## config.mk

```make
export PLATFORM = sky130hd
export DESIGN_NAME = ddc_tx_streamer
export DESIGN_NICKNAME = d
export VERILOG_FILES = /design/src/rtl/ddc_tx_streamer.sv
export SDC_FILE = /design/constraint.sdc
export NUM_CORES = 1
export LEC_CHECK = 0
export ABC_CLOCK_PERIOD_IN_PS = 2800
export BUFFER_PORTS_ARGS = -buffer_cell sky130_fd_sc_hd__buf_2
export CORE_ASPECT_RATIO = 1.5
export CORE_MARGIN = 2
export CORE_UTILIZATION = 50
export DETAILED_ROUTE_END_ITERATION = 10
export PLACE_DENSITY = 0.78
export SETUP_SLACK_MARGIN = 0.2
export SYNTH_ARGS = -nofsm -noshare
export SYNTH_HDL_FRONTEND = slang
export SYNTH_SLANG_ARGS = --single-unit
export TNS_END_PERCENT = 20
```

## constraint.sdc

```tcl
create_clock -name clk -period 2.8 [get_ports clk]
set_input_delay 0.42 -clock clk [delete_from_list [all_inputs] [get_ports clk]]
set_output_delay 0.42 -clock clk [all_outputs]
set_load 0.03 [all_outputs]
```

## src/rtl/ddc_tx_streamer.sv

```systemverilog
module ddc_tx_streamer #(
  parameter int AW          = 7,
  parameter int DW          = 8,
  parameter int INIT_PULSES = 9
) (
  input  logic          clk,
  input  logic          rst_n,
  input  logic          oclk,
  input  logic          mclk,
  input  logic          sda_in,
  output logic          sda_oe,
  input  logic          wr_en,
  input  logic [AW-1:0] wr_addr,
  input  logic [DW-1:0] wr_data,
  output logic          bidir_mode
);
  localparam int DEPTH = 1 << AW;
  localparam int SLOTS = DW + 1;
  localparam int MAXC  = (INIT_PULSES > SLOTS) ? INIT_PULSES : SLOTS;
  localparam int CW    = $clog2(MAXC + 1);
  localparam logic [CW-1:0] LAST_SLOT = CW'(SLOTS - 1);
  localparam logic [CW-1:0] LAST_BIT  = CW'(SLOTS - 2);
  localparam logic [CW-1:0] SEL_PULSE = CW'(INIT_PULSES - 2);
  localparam logic [CW-1:0] END_PULSE = CW'(INIT_PULSES - 1);

  logic [DW-1:0] mem [DEPTH];

  logic oclk_m, oclk_s, oclk_d;
  logic mclk_m, mclk_s, mclk_d;
  logic sda_m, sda_s;

  logic          streaming, bidir, sel_hi;
  logic [CW-1:0] icnt, pos;
  logic [AW-1:0] addr;
  logic [DW-1:0] word;

  wire orise = oclk_s & ~oclk_d;
  wire mfall = mclk_d & ~mclk_s;
  wire [AW-1:0] start    = sel_hi ? {AW{1'b1}} : {AW{1'b0}};
  wire [AW-1:0] nxt_addr = addr + 1'b1;
  wire [DW-1:0] shifted  = word << pos;
  wire          step     = orise & ~bidir & ~mfall;

  assign sda_oe     = streaming & ~bidir & (pos != LAST_SLOT) & ~shifted[DW-1];
  assign bidir_mode = bidir;

  always_ff @(posedge clk) begin
    if (wr_en) mem[wr_addr] <= wr_data;
  end

  always_ff @(posedge clk or negedge rst_n) begin
    if (!rst_n) begin
      {oclk_m, oclk_s, oclk_d} <= 3'b000;
      {mclk_m, mclk_s, mclk_d} <= 3'b111;
      {sda_m, sda_s}           <= 2'b11;
    end else begin
      {oclk_m, oclk_s, oclk_d} <= {oclk, oclk_m, oclk_s};
      {mclk_m, mclk_s, mclk_d} <= {mclk, mclk_m, mclk_s};
      {sda_m, sda_s}           <= {sda_in, sda_m};
    end
  end

  always_ff @(posedge clk or negedge rst_n) begin
    if (!rst_n) begin
      streaming <= 1'b0;
      bidir     <= 1'b0;
      sel_hi    <= 1'b0;
      icnt      <= '0;
      pos       <= '0;
      addr      <= '0;
      word      <= '0;
    end else begin
      if (mfall) bidir <= 1'b1;
      if (step) begin
        if (!streaming) begin
          icnt <= icnt + 1'b1;
          if (icnt == SEL_PULSE) sel_hi <= sda_s;
          if (icnt == END_PULSE) begin
            streaming <= 1'b1;
            addr      <= start;
            word      <= mem[start];
            pos       <= '0;
          end
        end else if (pos == LAST_SLOT) begin
          pos <= '0;
        end else begin
          pos <= pos + 1'b1;
          if (pos == LAST_BIT) begin
            addr <= nxt_addr;
            word <= mem[nxt_addr];
          end
        end
      end
    end
  end

  p_wrap_r5: assert property (@(posedge clk) disable iff (!rst_n)
    (step && streaming && pos == LAST_BIT && addr == {AW{1'b1}}) |=> addr == '0);
  p_word_restart_r4: assert property (@(posedge clk) disable iff (!rst_n)
    (step && streaming && pos == LAST_SLOT) |=> (pos == '0 && streaming));
  p_switch_r6: assert property (@(posedge clk) disable iff (!rst_n)
    mfall |=> (bidir_mode && !sda_oe));
  p_sticky_r6: assert property (@(posedge clk) disable iff (!rst_n)
    bidir_mode |=> bidir_mode);
  p_steady_r8: assert property (@(posedge clk) disable iff (!rst_n)
    (!orise && !mfall) |=> $stable(sda_oe));
endmodule

```

==> Implementation_results.wiki <==
{| class="wikitable"
! Metric !! Value
|-
| Number of synthesized flops with an enable pin || between 1000 and 1500
|-
| Cell type with the largest total area after synthesis || sky130_fd_sc_hd__edfxtp_1
|-
| Post-synthesis instance area || roughly 42000 um^2
|-
| Later-pin clock latency in the skew report || just under 700 ps
|-
| Number of hold violations in the final report || 0
|-
| Data arrival at the endpoint of the critical path || around 2500 ps
|-
| Largest stage delay on the critical path || about 550 ps
|-
| Reg2Reg Setup Slack || -80 ps
|-
| Actual transition at the worst max-transition pin || around 900 ps
|-
| First element of the critical path || pos[0]
|-
| # DRC || 0
|-
| Library cell with the highest instance count after synthesis || sky130_fd_sc_hd__edfxtp_1
|-
| Syn nets || 2126
|-
| Site Rows || approximately 130
|-
| Leading register cell type out of synthesis || sky130_fd_sc_hd__edfxtp_1
|-
| Minimum setup slack after placement || -135 ps
|-
| Post-synthesis average cell area || slightly below 20 um^2
|-
| Root buffer cell || sky130_fd_sc_hd__clkbuf_16
|-
| CP Buf/Inv Count || 2
|-
| Layout area overhead || 16.8%
|-
| Iter 0 DRT Violations || between 2000 and 3000
|-
| Power per standard cell area || around 630 nW/um^2
|-
| Initial DRT Pass Iterations || 6
|-
| Maximum level of the CTS H-tree || 3
|-
| Yosys synthesis warning count || 0
|-
| Wire length of the first global-routing pass || 150000 um
|-
| Fin nets || about 2400
|-
| Violated checks || setup timing
|-
| Total congestion overflow || 0
|-
| Total number of vias || between 20000 and 25000
|-
| Total clock buffers created by CTS || 92
|-
| Total routed wirelength || between 100000 and 150000 um
|-
| Post-synth cell types || 60
|-
| Slew Limit Headroom || between 40% and 50%
|-
| Overall die area || 85600 um^2
|-
| Type of the worst setup path || flop to output pin
|-
| Result of the run || finished with violations
|-
| Routed via count divided by cell count || about 6.2
|-
| Count of pins over their slew limit || 0
|-
| Initial core utilization || between 50% and 60%
|-
| Synthesis-stage register bit count || between 1000 and 1500
|-
| Kind of cell adding the most delay to the critical path || multiplexers
|-
| Cell with the biggest individual delay on the critical path || sky130_fd_sc_hd__mux4_2
|-
| Post-synthesis sequential area ratio || ~76%
|-
| Total clock sinks || roughly 1100
|-
| Type of the most critical hold path || primary input to flop
|-
| Top-Level Pins || 23
|-
| Number of buffer cells added on primary ports || 22
|-
| Clk slew on worst S/H paths || 60 ps
|-
| Synthesized instance count || 2100
|-
| Detailed-placement wirelength estimate || about 65000 um
|-
| Number of global-route vias before repair || ~23000
|-
| Post-Place Cell Area || 45300 um^2
|-
| Final cell area excluding filler cells || around 50000 um^2
|-
| Antenna diode count || 0
|-
| Pin count of the biggest net entering global routing || slightly above 70
|-
| Leak || approximately 16 nW
|-
| Share of the synthesized area in the top cell type || about three quarters
|-
| Critical register-to-register path endpoint || word[3]
|-
| Setup repair after global routing missed its margin || yes
|-
| Cell-by-cell listing of the critical path || mux4_2 -> mux2i_1 -> nor2_1 -> nor3_2 -> buf_4 -> buf_6
|-
| Dominant cells by area after synthesis || sky130_fd_sc_hd__edfxtp_1 (74%), sky130_fd_sc_hd__mux4_2 (14%), sky130_fd_sc_hd__nand2_1 (1.9%)
|-
| Post-synth top cells || sky130_fd_sc_hd__edfxtp_1 (1024), sky130_fd_sc_hd__mux4_2 (257), sky130_fd_sc_hd__nand2_1 (206), sky130_fd_sc_hd__nor2_1 (146), sky130_fd_sc_hd__nand3_1 (75)
|-
| Max-capacitance violation count || 0
|-
| Category of the worst setup path launch point || flop
|-
| Setup violation total in the final timing report || 8
|-
| Design Power || ~0.03 W
|-
| Routed Antenna Nets || 0
|-
| Fin crit share || 103%
|-
| Total track usage || ~24%
|-
| Clock tree from TritonCTS || yes
|-
| Proportion of register bits with asynchronous set or reset after synthesis || 3.21%
|-
| Die W || 240 um
|-
| CP required || between 2000 and 2500 ps
|-
| Detailed-route wire length per cell || 27.8 um
|-
| Buffer levels on the longest clock path || 3
|-
| Number of antenna violations at the first check in global routing || 0
|-
| Final Critical Period || approximately 2900 ps
|-
| Final setup margin || -79.7 ps
|-
| Core box area || 82500 um^2
|-
| Placer congestion estimate || ~0.99
|-
| Critical path depth in cells || 6
|-
| Worst R2R Path Depth || 11
|-
| Critical path endpoint || sda_oe
|-
| Layout cell share with drive strength beyond 1 || between 30% and 40%
|-
| Largest fanout of any net on the critical path || 3
|-
| Worst IR Drop VDD || 0.454 mV
|-
| Worst hold start || wr_data[7]
|-
| Max Clock Freq || between 300 and 400 MHz
|-
| Sort of element at the end of the critical path || output pin
|-
| Die height || ~360 um
|-
| Post-Route Skew || 26.7 ps
|-
| Minimum hold slack || around 220 ps
|-
| Start of the worst register-to-register path || addr[0]
|}
[registers in the layout (all words and copies together), names as in the netlist, 4 cells and up]
name  count
icnt      4
mem    1024
addr      7
word      8
pos       4
[through the flow]
stage          TNS [ps]  std cells  utilization, %
2_1_floorplan         0       2100               -
3_5_place_dp       -736       3421            54.9
3_3_place_gp       -468       3421            54.9
6_report           -482       3603            58.9
5_1_grt           -1020       3603            58.9
4_1_cts            -263       3603            58.8
[layer usage]
metal | wire length (um) | vias up | global-route usage (%)
met5 | 0 | - | 0
met4 | 6500 | 0 | 14.4
met2 | 52400 | 1196 | 41.8
li1 | - | 9165 | -
met3 | 7520 | 319 | 4.05
met1 | 33900 | 11500 | 28.1
[final cells by class]
| cell class | instances | area [um^2] |
|---|---|---|
| clock buffers | 117 | 2480 |
| clock inverters | 55 | 520 |
| fillers | 5548 | 33900 |
| flip-flops and latches | 1058 | 31600 |
| multi-input cells | 921 | 9620 |
| repair buffers | 330 | 2930 |
| inverters | 9 | 33.8 |
| well taps | 1113 | 1390 |
[how the worst min path moves through the flow]
stage | endpoint | slack (ps) | cells after the start
4_1_cts | mem[75][7] | 200 | 1
3_3_place_gp | oclk_s | 340 | 0
2_1_floorplan | addr[0] | 120 | 0
6_report | mem[75][7] | 220 | 1
5_1_grt | mem[60][7] | 230 | 1
3_5_place_dp | mclk_s | 350 | 0
[placed cells by master, fill, tap and decap left out, types with 27 or more instances in the layout]
cell type	netlist	final
sky130_fd_sc_hd__mux2i_1	36	33
sky130_fd_sc_hd__nand3_1	75	74
sky130_fd_sc_hd__dfrtp_1	29	27
sky130_fd_sc_hd__nor2_1	146	146
sky130_fd_sc_hd__clkbuf_16	0	95
sky130_fd_sc_hd__buf_4	22	276
sky130_fd_sc_hd__buf_12	0	32
sky130_fd_sc_hd__nand2_1	206	204
sky130_fd_sc_hd__mux4_2	257	257
sky130_fd_sc_hd__edfxtp_1	1024	1024
[where the power goes]
| group | switching, W | total (W) | internal, W | leakage (nW) |
|---|---|---|---|---|
| sequential | 0.0000285 | 0.0175 | 0.0174 | 9.64 |
| combinational | 0.000409 | 0.000516 | 0.000107 | 4.41 |
| clock | 0.00564 | 0.0127 | 0.00705 | 1.45 |
[logic make-up (layout without fill, tap and decap cells)]
family / Yosys count / in the layout / share of synthesized area [%]
compound gates: 128 / 128 / 2.20
xor+xnor: 10 / 10 / 0.310
fa+ha+maj: 5 / 5 / 0.150
buf+inv: 121 / 511 / 1.52
flops: 1058 / 1058 / 76.0
mux: 303 / 303 / 15.0
simple gates: 475 / 475 / 4.83
[what timing repair did]
action,in CTS,in global routing
pin swaps,7,8
endpoints found under the setup margin,9,9
hold buffers,4,0
buffers inserted,5,0
resized for setup,27,10
endpoints found under the hold margin,32,0
gates cloned,1,0
Power figures use the tool's default switching activity.
